### config.mk
export PLATFORM = sky130hd
export DESIGN_NAME = i2cWordQueue
export DESIGN_NICKNAME = d
export VERILOG_FILES = /design/src/rtl/i2cWordQueuePkg.sv /design/src/rtl/wordFifo.sv /design/src/rtl/queueDatapath.sv /design/src/rtl/queueControl.sv /design/src/rtl/i2cWordQueue.sv
export SDC_FILE = /design/constraint.sdc
export NUM_CORES = 1
export LEC_CHECK = 0
export ABC_AREA = 1
export BUFFER_PORTS_ARGS = -buffer_cell sky130_fd_sc_hd__buf_2
export CAP_MARGIN = 15
export CORE_MARGIN = 2
export CORE_UTILIZATION = 57
export CTS_BUF_LIST = sky130_fd_sc_hd__clkbuf_8
export DETAILED_ROUTE_END_ITERATION = 10
export PLACE_DENSITY = 0.74
export SLEW_MARGIN = 10
export SYNTH_ARGS = -nofsm -noshare
export SYNTH_HDL_FRONTEND = slang
export SYNTH_HIERARCHICAL = 1
export SYNTH_SLANG_ARGS = --single-unit
export TNS_END_PERCENT = 50
### constraint.sdc
create_clock -name clk -period 7.95 [get_ports clk]
set_input_delay 1.59 -clock clk [delete_from_list [all_inputs] [get_ports clk]]
set_output_delay 1.59 -clock clk [all_outputs]
set_load 0.03 [all_outputs]
### src/rtl/i2cWordQueuePkg.sv
package i2cWordQueuePkg;
  localparam int unsigned WORD_W = 32;
  localparam int unsigned BYTE_W = 8;

  localparam logic [1:0] ADDR_TXDATA = 2'd0;
  localparam logic [1:0] ADDR_RXDATA = 2'd1;
  localparam logic [1:0] ADDR_CTRL   = 2'd2;
  localparam logic [1:0] ADDR_STATUS = 2'd3;

  // strobes from control to datapath
  typedef struct packed {
    logic txPush;
    logic rxPop;
    logic txFlush;
    logic rxFlush;
  } queueStrobes_t;
endpackage

### src/rtl/wordFifo.sv
module wordFifo #(
  parameter int unsigned WIDTH = 32,
  parameter int unsigned DEPTH = 8,
  localparam int unsigned AW = (DEPTH > 1) ? $clog2(DEPTH) : 1,
  localparam int unsigned CW = $clog2(DEPTH + 1)
) (
  input  logic             clk,
  input  logic             rstN,
  input  logic             flush,
  input  logic             push,
  input  logic [WIDTH-1:0] pushData,
  input  logic             pop,
  output logic [WIDTH-1:0] headData,
  output logic [CW-1:0]    count,
  output logic             full,
  output logic             empty
);
  logic [WIDTH-1:0] store [DEPTH];
  logic [AW-1:0] wrPtr, rdPtr;

  function automatic logic [AW-1:0] nextPtr(input logic [AW-1:0] p);
    return (p == AW'(DEPTH - 1)) ? '0 : p + AW'(1);
  endfunction

  assign full     = (count == CW'(DEPTH));
  assign empty    = (count == '0);
  assign headData = store[rdPtr];

  always_ff @(posedge clk) begin
    if (!rstN || flush) begin
      wrPtr <= '0;
      rdPtr <= '0;
      count <= '0;
    end else begin
      if (push) wrPtr <= nextPtr(wrPtr);
      if (pop)  rdPtr <= nextPtr(rdPtr);
      count <= count + CW'(push) - CW'(pop);
    end
  end

  always_ff @(posedge clk) begin
    if (push) store[wrPtr] <= pushData;
  end

  assert_no_overflow_R8: assert property (@(posedge clk) disable iff (!rstN)
    push |-> !full);
  assert_no_underflow_R9: assert property (@(posedge clk) disable iff (!rstN)
    pop |-> !empty);
  assert_flush_empties_R6: assert property (@(posedge clk) disable iff (!rstN)
    flush |=> (count == '0));
  assert_count_bound_R5: assert property (@(posedge clk) disable iff (!rstN)
    count <= CW'(DEPTH));
endmodule

### src/rtl/queueDatapath.sv
module queueDatapath
  import i2cWordQueuePkg::*;
#(
  parameter int unsigned DEPTH = 8,
  localparam int unsigned CW = $clog2(DEPTH + 1),
  localparam int unsigned LANES = WORD_W / BYTE_W,
  localparam int unsigned LW = $clog2(LANES)
) (
  input  logic              clk,
  input  logic              rstN,
  input  queueStrobes_t     strobe,
  input  logic [WORD_W-1:0] txWord,
  output logic [WORD_W-1:0] rxHead,
  output logic [CW-1:0]     txCount,
  output logic [CW-1:0]     rxCount,
  output logic              txFull,
  output logic              rxEmpty,
  output logic              txByteValid,
  output logic [BYTE_W-1:0] txByteData,
  input  logic              txByteTake,
  input  logic              txByteLast,
  input  logic              rxByteValid,
  input  logic [BYTE_W-1:0] rxByteData,
  input  logic              rxByteLast,
  output logic              rxByteReady
);
  logic [WORD_W-1:0] txHead, rxWord;
  logic txEmpty, rxFull, txPop, rxPush, txStep;
  logic [LW-1:0] txLane, rxLane;
  logic [WORD_W-1:0] rxAccum;

  wordFifo #(.WIDTH(WORD_W), .DEPTH(DEPTH)) txQ (
    .clk(clk), .rstN(rstN), .flush(strobe.txFlush),
    .push(strobe.txPush), .pushData(txWord),
    .pop(txPop), .headData(txHead),
    .count(txCount), .full(txFull), .empty(txEmpty));

  wordFifo #(.WIDTH(WORD_W), .DEPTH(DEPTH)) rxQ (
    .clk(clk), .rstN(rstN), .flush(strobe.rxFlush),
    .push(rxPush), .pushData(rxWord),
    .pop(strobe.rxPop), .headData(rxHead),
    .count(rxCount), .full(rxFull), .empty(rxEmpty));

  // transmit serialiser: select lane of the head word
  assign txByteValid = !txEmpty && !strobe.txFlush;
  assign txStep      = txByteTake && txByteValid;
  assign txPop       = txStep && (txByteLast || txLane == LW'(LANES - 1));

  always_comb begin
    txByteData = '0;
    for (int i = 0; i < LANES; i++)
      if (txLane == LW'(i)) txByteData = txHead[i*BYTE_W +: BYTE_W];
  end

  always_ff @(posedge clk) begin
    if (!rstN || strobe.txFlush) txLane <= '0;
    else if (txPop)              txLane <= '0;
    else if (txStep)             txLane <= txLane + LW'(1);
  end

  // receive packer: insert byte at its lane, upper lanes stay zero
  assign rxByteReady = !rxFull && !strobe.rxFlush;

  always_comb begin
    rxWord = rxAccum;
    for (int i = 0; i < LANES; i++)
      if (rxLane == LW'(i)) rxWord[i*BYTE_W +: BYTE_W] = rxByteData;
  end

  assign rxPush = rxByteValid && rxByteReady &&
                  (rxByteLast || rxLane == LW'(LANES - 1));

  always_ff @(posedge clk) begin
    if (!rstN || strobe.rxFlush) begin
      rxLane  <= '0;
      rxAccum <= '0;
    end else if (rxByteValid && rxByteReady) begin
      if (rxPush) begin
        rxLane  <= '0;
        rxAccum <= '0;
      end else begin
        rxLane  <= rxLane + LW'(1);
        rxAccum <= rxWord;
      end
    end
  end

  assert_lane_reset_after_pop_R3: assert property (@(posedge clk) disable iff (!rstN)
    txPop |=> (txLane == '0));
endmodule

### src/rtl/queueControl.sv
module queueControl
  import i2cWordQueuePkg::*;
#(
  parameter int unsigned DEPTH = 8,
  parameter int unsigned TRIG_W = 3,
  localparam int unsigned CW = $clog2(DEPTH + 1),
  localparam int unsigned FIELD_W = 4
) (
  input  logic              clk,
  input  logic              rstN,
  input  logic              regWrite,
  input  logic              regRead,
  input  logic [1:0]        regAddr,
  input  logic [WORD_W-1:0] regWdata,
  output logic [WORD_W-1:0] regRdata,
  output logic              txOverflow,
  output logic              rxUnderflow,
  output logic              txReq,
  output logic              rxReq,
  output queueStrobes_t     strobe,
  input  logic [WORD_W-1:0] rxHead,
  input  logic [CW-1:0]     txCount,
  input  logic [CW-1:0]     rxCount,
  input  logic              txFull,
  input  logic              rxEmpty
);
  logic [TRIG_W-1:0] txTrig, rxTrig;
  logic flushTx, flushRx;
  logic ctrlWrite, txWrite, rxRead;
  logic [CW-1:0] txFree;

  assign ctrlWrite = regWrite && regAddr == ADDR_CTRL;
  assign txWrite   = regWrite && regAddr == ADDR_TXDATA;
  assign rxRead    = regRead  && regAddr == ADDR_RXDATA;
  assign txFree    = CW'(DEPTH) - txCount;

  always_ff @(posedge clk) begin
    if (!rstN) begin
      txTrig  <= '0;
      rxTrig  <= '0;
      flushTx <= 1'b0;
      flushRx <= 1'b0;
    end else if (ctrlWrite) begin
      txTrig  <= regWdata[7:5];
      rxTrig  <= regWdata[4:2];
      flushTx <= regWdata[1];
      flushRx <= regWdata[0];
    end else begin
      flushTx <= 1'b0;
      flushRx <= 1'b0;
    end
  end

  always_comb begin
    strobe.txFlush = flushTx;
    strobe.rxFlush = flushRx;
    strobe.txPush  = txWrite && !txFull && !flushTx;
    strobe.rxPop   = rxRead && !rxEmpty && !flushRx;
  end

  assign txOverflow  = txWrite && txFull;
  assign rxUnderflow = rxRead && rxEmpty;
  assign txReq = txFree  > CW'(txTrig);
  assign rxReq = rxCount > CW'(rxTrig);

  always_comb begin
    regRdata = '0;
    unique case (regAddr)
      ADDR_RXDATA: regRdata = rxEmpty ? '0 : rxHead;
      ADDR_CTRL:   regRdata[7:0] = {txTrig, rxTrig, flushTx, flushRx};
      ADDR_STATUS: regRdata[7:0] = {FIELD_W'(txFree), FIELD_W'(rxCount)};
      default:     regRdata = '0;
    endcase
  end

  assert_flush_selfclear_R6: assert property (@(posedge clk) disable iff (!rstN)
    (flushTx && !ctrlWrite) |=> !flushTx);
  assert_underflow_zero_R9: assert property (@(posedge clk) disable iff (!rstN)
    rxUnderflow |-> (regRdata == '0));
endmodule

### src/rtl/i2cWordQueue.sv
module i2cWordQueue
  import i2cWordQueuePkg::*;
#(
  parameter int unsigned DEPTH = 8,
  parameter int unsigned TRIG_W = 3,
  localparam int unsigned CW = $clog2(DEPTH + 1)
) (
  input  logic        clk,
  input  logic        rstN,
  input  logic        regWrite,
  input  logic        regRead,
  input  logic [1:0]  regAddr,
  input  logic [31:0] regWdata,
  output logic [31:0] regRdata,
  output logic        txOverflow,
  output logic        rxUnderflow,
  output logic        txReq,
  output logic        rxReq,
  output logic        txByteValid,
  output logic [7:0]  txByteData,
  input  logic        txByteTake,
  input  logic        txByteLast,
  input  logic        rxByteValid,
  input  logic [7:0]  rxByteData,
  input  logic        rxByteLast,
  output logic        rxByteReady
);
  queueStrobes_t strobe;
  logic [WORD_W-1:0] rxHead;
  logic [CW-1:0] txCount, rxCount;
  logic txFull, rxEmpty;

  queueControl #(.DEPTH(DEPTH), .TRIG_W(TRIG_W)) ctrl (
    .clk(clk), .rstN(rstN), .regWrite(regWrite), .regRead(regRead),
    .regAddr(regAddr), .regWdata(regWdata), .regRdata(regRdata),
    .txOverflow(txOverflow), .rxUnderflow(rxUnderflow),
    .txReq(txReq), .rxReq(rxReq), .strobe(strobe), .rxHead(rxHead),
    .txCount(txCount), .rxCount(rxCount), .txFull(txFull), .rxEmpty(rxEmpty));

  queueDatapath #(.DEPTH(DEPTH)) dp (
    .clk(clk), .rstN(rstN), .strobe(strobe), .txWord(regWdata),
    .rxHead(rxHead), .txCount(txCount), .rxCount(rxCount),
    .txFull(txFull), .rxEmpty(rxEmpty),
    .txByteValid(txByteValid), .txByteData(txByteData),
    .txByteTake(txByteTake), .txByteLast(txByteLast),
    .rxByteValid(rxByteValid), .rxByteData(rxByteData),
    .rxByteLast(rxByteLast), .rxByteReady(rxByteReady));
endmodule

# Yosys cells after proc, flatten, opt, wreduce, memory -nomap -nowiden
# Memory sizes are Yosys's and may differ from the RTL's. A register that Yosys moved wholly into a read port is not among the register bits.
# Index checks and enable logic that the tools add are counted.
# W data, S select, Z words.
# word_totals
ram_bits	512
inputBits	50
word_cells	101
mem_count	2
output_inout_bits	46
ff_bits	64
# op_classes
order_cmp	2
n_eq_ne	15
reduce_logical	33
n_mux	25
add_sub_neg	11
# memory_table
name	depth	word_bits	read_ports	rd_clocked_by_memory_dff	write_ports	line_no	text
dp.rxQ.store	8	32	1	1	1	wordFifo.sv:18	logic [WIDTH-1:0] store [DEPTH];
dp.txQ.store	8	32	1	1	1	wordFifo.sv:18	
# op_table
cell	n
$mux W32	2
$mux W8	8
$mux W24	1
$mux W3	8
$pmux W8 S3	1
$logic_and A1 B1 Y1	15
$add A3 B1 Y3 const B	4
$eq A2 B2 Y1 const B	6
$eq A3 B3 Y1 const B	4
$add A4 B1 Y4	2
$eq A4 B4 Y1 const B	2
$gt A4 B3 Y1	2
$logic_not A4 Y1	2
$sub A4 B1 Y4	2
$logic_not A1 Y1	7
$eq A2 B1 Y1 const B	3
$logic_not A2 Y1	3
$add A2 B1 Y2 const B	2
$logic_or A1 B1 Y1	4
$mux W1	4
$sub A4 B4 Y4 const A	1
$mux W2	1
$reduce_and A2 Y1	1
$reduce_or A2 Y1	1

# Logic depth before layout (Yosys ltp)
# Gate-level depths: netlist of the first run.
# depth
word_depth	7
mapped_depth	14

# Modules after synthesis
# The synthesis of the first run kept the hierarchy.
# modules_own_cells
mod	seq_area_each_um2	n_inst	area_each_um2	cells_each
wordFifo	7947.6	2	11846.4	1195
queueDatapath	720.7	1	2139.6	336
queueControl	160.2	1	945.9	178

# Worst setup path before layout of the first run
# OpenSTA, ideal clock, no wires.
# synth_timing
path_kind	input to register
start	in regWrite
end	mem dp.txQ.store[0][0], enable pin
arrival_ns	3.990
path_buffers	1
stages	6
path_slack_ns	3.539
path_cell_list	clkbuf_2 nand3_1 nor3_1 inv_1 or2_2 nor2_1
# synth_lines
element	line_no	text
start, declared	i2cWordQueue.sv:10	input logic regWrite,
end, declared	wordFifo.sv:18	

==> results of run 1 <==
worst max path at each step:
stage,end,slack [ns],from
after detailed placement,txByteData[2],3.17,flip-flop
final,txByteData[2],2.46,flip-flop
after global placement,txByteData[2],3.30,flip-flop
after global routing,txByteData[1],2.21,flip-flop
after floorplan,dp/txQ/store[0][0],3.54,regWrite
after CTS,txByteData[2],2.43,flip-flop
worst reg2reg max path: stages (launching register included):
cell and delay (ns):
dfxtp_1 0.37, inv_1 0.09, ha_1 0.19, nor3b_1 0.18
inv_2 0.14, nand2_4 0.08, nor2_8 0.32, o21ai_2 0.23
inv_1 0.26, inv_1 0.11, or2_2 0.39, nor2_4 0.44
buf_4 0.45
stage by stage:
step	instances	worst slack (ns)	hold slack, ns
after floorplan	2904	3.54	0.435
after global placement	3515	3.30	0.443
after detailed placement	3515	3.17	0.448
after CTS	3688	2.43	0.457
after global routing	3688	2.21	0.477
final	3690	2.46	0.459
logic make-up after synthesis:
kind of cell    count (synthesis)  synth area share
compound gates                 83            0.0158
xor+xnor                        1          0.000327
fa+ha+maj                      37            0.0178
buf+inv                       720             0.113
flops                         582             0.626
simple gates                 1481             0.227
Yosys cell counts (all sizes together):
cell type | count | area, um^2
o21ai | 23 | 119
and2 | 9 | 56.3
or2 | 4 | 25.0
nand3 | 314 | 1580
nand2 | 1066 | 4010
nor3 | 5 | 25.0
nor4 | 1 | 6.26
buf | 104 | 702
edfxtp | 512 | 15400
nand3b | 1 | 7.51
o211ai | 2 | 15.0
ha | 35 | 438
nor3b | 6 | 45.0
dfxtp | 70 | 1400
xor2 | 1 | 8.76
fa | 2 | 40.0
inv | 600 | 2250
a21oi | 58 | 290
nor2 | 75 | 323
clkbuf | 16 | 61.3
flip-flops by register name, indices dropped and copies added (netlist names), 4 cells and up, named ones only:
signal,count
dp/rxQ/store,256
dp/txQ/store,256
dp/txQ/count,4
dp/rxQ/count,4
dp/rxAccum,32
area by class of cell:
type	instances	area [um^2]
fillers	3734	17100
repair buffers	124	693
multi-input cells	1602	7110
diodes	2	5.00
clock buffers	104	1430
inverters	600	2250
clock inverters	69	288
flip-flops and latches	582	16800
well taps	607	759
power groups by stage:
stage / registers [mW] / clock network [mW] / logic, mW
4_1_cts: 3.50 / 2.40 / 1.38
3_3_place_gp: 3.56 / 0 / 1.33
3_5_place_dp: 3.57 / 0 / 1.37
6_report: 3.50 / 2.35 / 1.38
5_1_grt: 3.51 / 2.53 / 1.52
2_1_floorplan: 3.53 / 0 / 1.01
metal layers:
metal	GRT usage	wire length (um)	vias up
met4	0.0971	1780	0
met1	0.319	24500	9036
met5	0	0	-
met3	0.0425	4240	149
li1	-	-	9256
met2	0.463	31900	714
==> reports/results.txt, run 1 <==
Post-layout util: 0.631
Crit end category: output port
PwrDens: 247 nW/um^2
Placed Area: 27600 um^2
Cell variety after synth: 33
Num ports: 96
Final Hold Vio Count: 0
Setup_tns: 0 ns
Die Ht: 221 um
FF-to-FF End: dp/rxQ/store[2][8]
Most common library cell in the layout ignoring fill and taps: nand2_1
Tot GR Track Use: 0.260
Core Region: 46500 um^2
Setup Buffers After CTS: 0
Clk pwr share: 0.325
Reg2reg start: dp/rxQ/count[2]
Post-route cell area: 29300 um^2
Mapped cell area: 26800 um^2
Hpwl dp: 35.9 mm
Min-Delay Endpoint: dp/rxAccum[24]
Mean post-synth cell area: 9.22 um^2
Final Cycle Share: 0.690
Drt pass-1 iters: 6
Post-Synthesis Cells: 2904
Hold Crit Depth: 2
Overall Power: 7.23 mW
Resized cells post-CTS: 0
Crit Path Class: flip-flop to output port
Reg power frac: 0.484
LEAKAGE: 13.7 nW
Global-route wire length before repair: 96.8 mm
Type of origin of the critical path: flip-flop
Top cell by count, worst path: nand2_1
Width of the die: 221 um
Fin Clk Skew: 0.0296 ns
Worst-Skew Late Latency: 0.68 ns
Vias: 19200
CTS tree: built
Clock period minus worst slack: 5.49 ns
Area growth from synthesis to layout: 9.51%
DR vias/cell: 5.19
Grt ovf: 0
Final setup fails: 0
Fmax: 182 MHz
Initial antenna violation count: 0
Hold_buf cts: 0
Routed len/inst: 16.9 um
Hold path start: dp/rxAccum[24]
Buffers and inverters on the worst path: 3
Peak supply drop: 0.000198 V
Maximum fanout along the worst path: 84
Initial core utilization: 0.576
Max-slew violations: 0
Sw Share: 0.307
Max clock buf depth: 3
Die area: 48700 um^2
Final net count: 3090
H-tree Lvls: 3
R2r setup slk: 4.32 ns
Status: finished, final reports clean
Root Buffer: clkbuf_8
Tightest Hold Check Type: flip-flop to flip-flop
Max transition margin: 0.343
Placer Congestion: 0.839
Syn nets: 2991
Req. time, crit path: 6.36 ns
Clk pin slew, worst setup/hold paths: 0.06 ns
ANT nets after route: 0
Comb pwr share: 0.191
Arrival @ worst endpoint: 3.90 ns
Vias in the first global route: 18500
Share of layout cells above drive strength 1: 0.0922
Unrepaired setup endpoints after global routing: no
Switching power total: 2.22 mW
Flops & latches, synth: 582
Internal Dissipation: 5.01 mW
Worst-Margin Slew: 0.985 ns
Clk sinks: 582
TritonCTS Buffers: 93
Row count: 79
Delay-heaviest family, CP: buffers and inverters
Crit path depth: 11
YS warnings: 6
Commonest non-fill, non-tap cells in the layout: nand2_1, inv_1, edfxtp_1, nand3_1, clkbuf_8
Worst path max stage delay: 0.65 ns
Port buffer count: 95
Residual DRC: 0
Drt total wl: 62.4 mm
Iteration-0 DRC Markers: 1764
Max-cap violations: 0
Slowest cell on the critical path: clkinv_2
Worst path cell trace: clkinv_2 > buf_4 > nand2_1 > nand3_1 > nand2_1 > nand2_1 > nand2_1 > nand2_1 > and2_1 > o21ai_1 > buf_2
Seq/Total Area, Yosys: 0.626
Largest net degree at the start of global routing: 90
R2R cell count: 12
No activity file was read; power rests on OpenSTA's default activity.
==> run 2, diff against run 1 <==
==> constraint.sdc (replaced) <==
create_clock -name clk -period 5.5 [get_ports clk]
set_input_delay 1.1 -clock clk [delete_from_list [all_inputs] [get_ports clk]]
set_output_delay 1.1 -clock clk [all_outputs]
set_load 0.03 [all_outputs]
==> run 2 against run 1 <==
Compared with the run above:
- register-to-register slack got worse by 2.5 ns
- first-iteration DRC count fell by 9.3%
- worst hold slack got worse by 0.0021 ns
- combinational power rose by 43%
- critical path depth did not move
- largest cell class unchanged
- count of clock-buffer cells in the layout rose by 4
- global-route usage fell by 1.0 points
- core utilization rose by 0.39 points
- critical path type unchanged
- power rose by 45%
- die area did not move
==> reports/results.txt, run 2 (synthesis results as in run 1) <==
Status: finished, final reports clean
Largest net degree at the start of global routing: 109 (+21%)
Reg power frac: 0.482 (-0.002)
Worst-Margin Slew: 1.18 ns (+0.196 ns)
Setup ws final: 0.988 ns (-1.47 ns)
Peak supply drop: 0.000293 V (+48%)
Share of layout cells above drive strength 1: 0.0913 (-0.000855)
Grt ovf: 0 (unchanged)
Sw Share: 0.302 (-0.00500)
ANT nets after route: 0 (unchanged)
Iteration-0 DRC Markers: 1600 (-9.3%)
Core Region: 46500 um^2 (unchanged)
Final Cycle Share: 0.820
Vias in the first global route: 18400 (-0.81%)
Max transition margin: 0.211 (-0.132)
Die area: 48700 um^2 (unchanged)
Final net count: 3086 (-0.13%)
Vias: 18900 (-1.5%)
Final setup fails: 0 (unchanged)
FILL cells: 3673 (-1.6%)
Req. time, crit path: 4.40 ns (-1.96 ns)
Worst path max stage delay: 0.59 ns (-0.06 ns)
Setup_tns: 0 ns (unchanged)
Clk pin slew, worst setup/hold paths: 0.06 ns (about the same)
Routed len/inst: 16.5 um (-2.4%)
Residual DRC: 0 (unchanged)
Crit end category: output port
Internal Dissipation: 7.31 mW (+46%)
Width of the die: 221 um (unchanged)
Hold Crit Depth: 2 (unchanged)
PwrDens: 355 nW/um^2 (+44%)
Global-route wire length before repair: 94.1 mm (-2.8%)
FF-to-FF End: dp/rxQ/store[4][4]
Final Hold Vio Count: 0 (unchanged)
DR vias/cell: 5.12 (-1.5%)
Hold_buf cts: 0 (unchanged)
Unrepaired setup endpoints after global routing: no
TritonCTS Buffers: 94 (+1.1%)
Clock period minus worst slack: 4.51 ns
Max-slew violations: 0 (unchanged)
Switching power total: 3.16 mW (+42%)
Largest registers: dp/rxQ/store: 256 flops, dp/txQ/store: 256 flops, dp/rxAccum: 32 flops
Die Ht: 221 um (unchanged)
Placer Congestion: 0.862 (+2.7%)
Drt pass-1 iters: 6 (unchanged)
Tot GR Track Use: 0.250 (-0.0101)
Max clock buf depth: 3 (unchanged)
Maximum fanout along the worst path: 100 (+19%)
Initial antenna violation count: 2 (+2)
Hold WS: 0.457 ns (-0.00211 ns)
Reg area: 16800 um^2 (unchanged)
Setup WS pre-CTS: 1.63 ns (-1.54 ns)
Min-Delay Endpoint: dp/rxAccum[27]
Drt total wl: 60.9 mm (-2.5%)
H-tree Lvls: 3 (unchanged)
Reg2reg start: dp/rxQ/count[2]
Area growth from synthesis to layout: 10.2%
Resized cells post-CTS: 0 (unchanged)
Crit Path Class: flip-flop to output port
Multi-input logic area: 7110 um^2 (unchanged)
Top cell by count, worst path: nand2_1
Arrival @ worst endpoint: 3.41 ns (-0.49 ns)
LEAKAGE: 13.7 nW (+0.20%)
Fmax: 222 MHz
Most common library cell in the layout ignoring fill and taps: nand2_1
Max-cap violations: 0 (unchanged)
Fin Clk Skew: 0.0348 ns (+0.00518 ns)
Hold path start: dp/rxAccum[27]
Clk pwr share: 0.328 (+0.003)
Setup Buffers After CTS: 0 (unchanged)
Hpwl dp: 35.3 mm (-1.8%)
Initial core utilization: 0.576 (unchanged)
Worst-Skew Late Latency: 0.67 ns (about the same)
Type of origin of the critical path: flip-flop
CTS tree: built
Tightest Hold Check Type: flip-flop to flip-flop
R2r setup slk: 1.83 ns (-2.49 ns)
Clk sinks: 582 (unchanged)
Worst path cell trace: clkinv_2 > buf_4 > nand2_1 > nand3_1 > nand2_1 > nand2_1 > nand2_1 > nand2_1 > and2_1 > o21ai_1 > buf_2
Commonest non-fill, non-tap cells in the layout: nand2_1, inv_1, edfxtp_1, nand3_1, clkbuf_8
Num ports: 96 (unchanged)
Root Buffer: clkbuf_8
R2R cell count: 11 (-1)
Comb pwr share: 0.189 (-0.002)
Slowest cell on the critical path: buf_4
Port buffer count: 95 (unchanged)
Row count: 79 (unchanged)
==> run 2: changes by cell type in the layout (fill, tap and decap cells not counted), moves of 3 or more <==
cell / previous run / this run
inv_1: 630 / 626
buf_16: 0 / 5
clkbuf_8: 104 / 108
clkinv_1: 16 / 19
buf_12: 0 / 6
buf_4: 29 / 13
==> run 2: worst max path at each step <==
stage	start	end	cells past startpoint
finish	flip-flop	txByteData[5]	11
global route	flip-flop	txByteData[2]	11
CTS	flip-flop	txByteData[5]	11
detailed placement	rxByteValid	dp/rxQ/store[2][15]	8
global placement	rxByteValid	dp/rxQ/store[4][22]	8
floorplan	regWrite	dp/txQ/store[0][0]	6
==> run 2: layout make-up <==
| cell class | instances | area share |
|---|---|---|
| repair buffers | 119 | 0.0282 |
| well taps | 607 | 0.0257 |
| clock buffers | 108 | 0.0504 |
| multi-input cells | 1602 | 0.241 |
| inverters | 600 | 0.0764 |
| diodes | 3 | 0.000254 |
| flip-flops and latches | 582 | 0.569 |
| clock inverters | 66 | 0.00924 |
==> run 2: metrics by stage <==
step	cells	util	cell area (um^2)	total power, mW
final	3687	0.635	29500	10.5
after global placement	3500	0.592	27500	7.03
after global routing	3684	0.635	29500	11.0
after CTS	3674	0.630	29300	10.5
after detailed placement	3500	0.592	27500	7.10
after floorplan	2904	-	26800	6.57
==> run 2: power by group through the flow <==
stage | sequential [mW] | clock (mW) | combinational [mW]
global route | 5.06 | 3.70 | 2.22
floorplan | 5.11 | 0 | 1.47
finish | 5.05 | 3.44 | 1.98
CTS | 5.05 | 3.51 | 1.97
global placement | 5.13 | 0 | 1.90
detailed placement | 5.14 | 0 | 1.96
==> run 2: worst max-delay path: cells and delay by family, from the launching register on <==
family / cells / cell delay (ns)
compound gates: 1 / 0.20
buf+inv: 3 / 1.22
simple gates: 7 / 0.76
flops: 1 / 0.52
==> run 2: layer usage <==
layer	vias to the layer above	wire length, um	track usage
met3	140	4390	0.0511
met5	-	0	0
met4	0	1790	0.101
met2	669	30700	0.443
met1	8805	24000	0.298
li1	9247	-	-
==> run 3, diff against run 2 <==
--- a/config.mk
+++ b/config.mk
@@ -5,7 +5,7 @@
 export SDC_FILE = /design/constraint.sdc
 export NUM_CORES = 1
 export LEC_CHECK = 0
-export ABC_AREA = 1
+export ABC_AREA = 0
 export BUFFER_PORTS_ARGS = -buffer_cell sky130_fd_sc_hd__buf_2
 export CAP_MARGIN = 15
 export CORE_MARGIN = 2
==> constraint.sdc (replaced) <==
create_clock -name clk -period 4.4 [get_ports clk]
set_input_delay 0.88 -clock clk [delete_from_list [all_inputs] [get_ports clk]]
set_output_delay 0.88 -clock clk [all_outputs]
set_load 0.03 [all_outputs]
==> run 3 against run 2 <==
Compared with the run above:
- via count down 37%
- first-iteration DRC count is 38% lower
- non-clock buffer count grew 13
- critical path depth down 6
- highest routed layer is now met5
==> reports/results.txt, run 3 <==
Status: finished, final reports clean
Fmax: 242 MHz
Crit Path Class: flip-flop to output port
Post-Synthesis Cells: 1209 (-58%)
Largest registers: dp/rxQ/store: 256 flops, dp/txQ/store: 256 flops, dp/rxAccum: 32 flops
Largest net degree at the start of global routing: 35 (-68%)
Row count: 74 (-6.3%)
Most frequent cell after synthesis: edfxtp_1
Mean post-synth cell area: 19.6 um^2 (+110%)
Final Cycle Share: 0.939
Hold_buf cts: 0 (unchanged)
Max clock buf depth: 3 (unchanged)
EDFF count, synth: 512 (unchanged)
Worst-Skew Late Latency: 0.67 ns (about the same)
Initial core utilization: 0.579 (+0.00248)
Port buffer count: 95 (unchanged)
Placer Congestion: 0.822 (-4.7%)
PwrDens: 441 nW/um^2 (+24%)
Hold Crit Depth: 1 (-1)
Largest area contributor in the netlist: edfxtp_1
ANT nets after route: 0 (unchanged)
Die area: 43300 um^2 (-11%)
Async SR Flop Fraction: 0 (unchanged)
Maximum fanout along the worst path: 34 (-66%)
H-tree Lvls: 3 (unchanged)
Cell Count, Final, Fillers Out: 1982 (-46%)
Type of origin of the critical path: flip-flop
Area growth from synthesis to layout: 12.3%
Num ports: 96 (unchanged)
Die Ht: 208 um (-5.7%)
CTS tree: built
Most frequent cells after synthesis: edfxtp_1, mux2_2, mux4_1
Iteration-0 DRC Markers: 1000 (-38%)
Final Hold Vio Count: 0 (unchanged)
Routed len/inst: 24.3 um (+47%)
Fin Clk Skew: 0.0436 ns (+0.00887 ns)
Seq/Total Area, Yosys: 0.707 (+0.0801)
Most common library cell in the layout ignoring fill and taps: edfxtp_1
Tot GR Track Use: 0.226 (-0.0237)
Initial antenna violation count: 4 (+2)
Post-layout util: 0.650 (+0.0150)
Crit end category: output port
Share of layout cells above drive strength 1: 0.285 (+0.194)
Drt pass-1 iters: 5 (-1)
Core Region: 41000 um^2 (-12%)
Tightest Hold Check Type: flip-flop to flip-flop
Final setup fails: 0 (unchanged)
Cell variety after synth: 51 (+55%)
Vias: 11900 (-37%)
YS warnings: 6 (unchanged)
Worst-Margin Slew: 0.922 ns (-0.259 ns)
Residual DRC: 0 (unchanged)
Arrival @ worst endpoint: 3.25 ns (-0.16 ns)
Final net count: 1457 (-53%)
Max-slew violations: 0 (unchanged)
Unrepaired setup endpoints after global routing: no
DR vias/cell: 6.03 (+18%)
Clk pin slew, worst setup/hold paths: 0.06 ns (about the same)
Drt total wl: 48.2 mm (-21%)
TritonCTS Buffers: 90 (-4.3%)
Flops & latches, synth: 582 (unchanged)
Grt ovf: 0 (unchanged)
Syn nets: 1296 (-57%)
Ranking of synthesized cells by area: edfxtp_1, mux4_1, dfxtp_1
Req. time, crit path: 3.52 ns (-0.88 ns)
Peak supply drop: 0.000396 V (+35%)
Setup Buffers After CTS: 0 (unchanged)
Resized cells post-CTS: 0 (unchanged)
LEAKAGE: 9.09 nW (-34%)
Clock period minus worst slack: 4.13 ns
Commonest non-fill, non-tap cells in the layout: edfxtp_1, buf_2, clkbuf_8, mux2_2, mux4_1
Setup WS pre-CTS: 0.954 ns (-0.672 ns)
Clk sinks: 582 (unchanged)
R2R cell count: 9 (-2)
Vias in the first global route: 12300 (-33%)
Root Buffer: clkbuf_8
Mapped cell area: 23700 um^2 (-11%)
Global-route wire length before repair: 72.9 mm (-23%)
# placed instances: 1809 (-48%)
Width of the die: 208 um (-5.7%)
Max transition margin: 0.385 (+0.174)
Max-cap violations: 0 (unchanged)
Most used DFF post-synth: edfxtp_1
Setup ws final: 0.267 ns (-0.721 ns)
Hpwl dp: 29.5 mm (-16%)
Yosys top cell area share: 0.648 (+0.0734)
[run 3: cell types whose count changed after synthesis, sizes merged, moves of 34 or more]
cell / delta
nand2: -1038
mux4: +128
a21oi: -34
nand3: -301
inv: -561
mux2: +97
nor2: -42
buf: -56
[run 3: stage by stage]
stage                     hold WS, ns  total power, mW  TNS, ns  area (um^2)
after floorplan                 0.422             7.31    -2.96        23800
after CTS                       0.448             11.9        0        26600
after global placement          0.435             7.77        0        25000
after global routing            0.464             12.2        0        26700
final                           0.460             11.7        0        26700
after detailed placement        0.441             7.80        0        25000
[run 3: layout make-up]
type / instances / area (um^2)
flip-flops and latches: 582 / 16800
inverters: 39 / 146
multi-input cells: 525 / 6540
clock buffers: 94 / 1290
diodes: 3 / 7.51
fillers: 2747 / 14400
repair buffers: 132 / 873
well taps: 532 / 666
clock inverters: 75 / 347
[run 3: routing by layer]
layer / part of all wire / GRT usage / routed length [um] / vias up
met5: 0.00048 / 0 / 23 / -
met4: 0.021 / 0.0744 / 1000 / 4
met3: 0.067 / 0.0468 / 3210 / 84
met2: 0.50 / 0.375 / 24000 / 383
met1: 0.41 / 0.304 / 20000 / 6177
li1: - / - / - / 5294
[run 3: path summary, 6_finish.rpt]
| check | start | end | slack [ns] |
|---|---|---|---|
| setup reg to reg | dp/rxQ/count[2] | dp/rxQ/store[6][13] | 1.27 |
| hold / removal | dp/rxAccum[30] | dp/rxAccum[30] | 0.46 |
| setup / recovery | flip-flop | txByteData[1] | 0.27 |
| hold reg to reg | dp/rxAccum[30] | dp/rxAccum[30] | 0.46 |
[run 3: logic make-up (layout without fill, tap and decap cells)]
logic type	Yosys count	count (layout)	share of synthesized area
and+or+nand+nor	157	157	0.0358
AOI/OAI and AO/OA	98	98	0.0308
xor gates and xnor gates	4	4	0.00148
adders and majority gates	37	37	0.0201
buffers and inverters	102	340	0.0234
other	0	3	0
DFF	582	582	0.707
muxes	229	229	0.182
[run 3: power breakdown]
group	internal (mW)	leakage [nW]	switching [mW]
combinational	0.558	2.90	0.922
sequential	6.13	5.21	0.0888
clock	2.00	0.976	2.05
[run 3: worst max-delay path, cell delays in order, from the launching register on]
cell	delay [ns]
dfxtp_4	0.77
mux4_1	0.63
mux2_2	0.30
a221oi_1	0.51
o31ai_1	0.16
buf_2	0.21
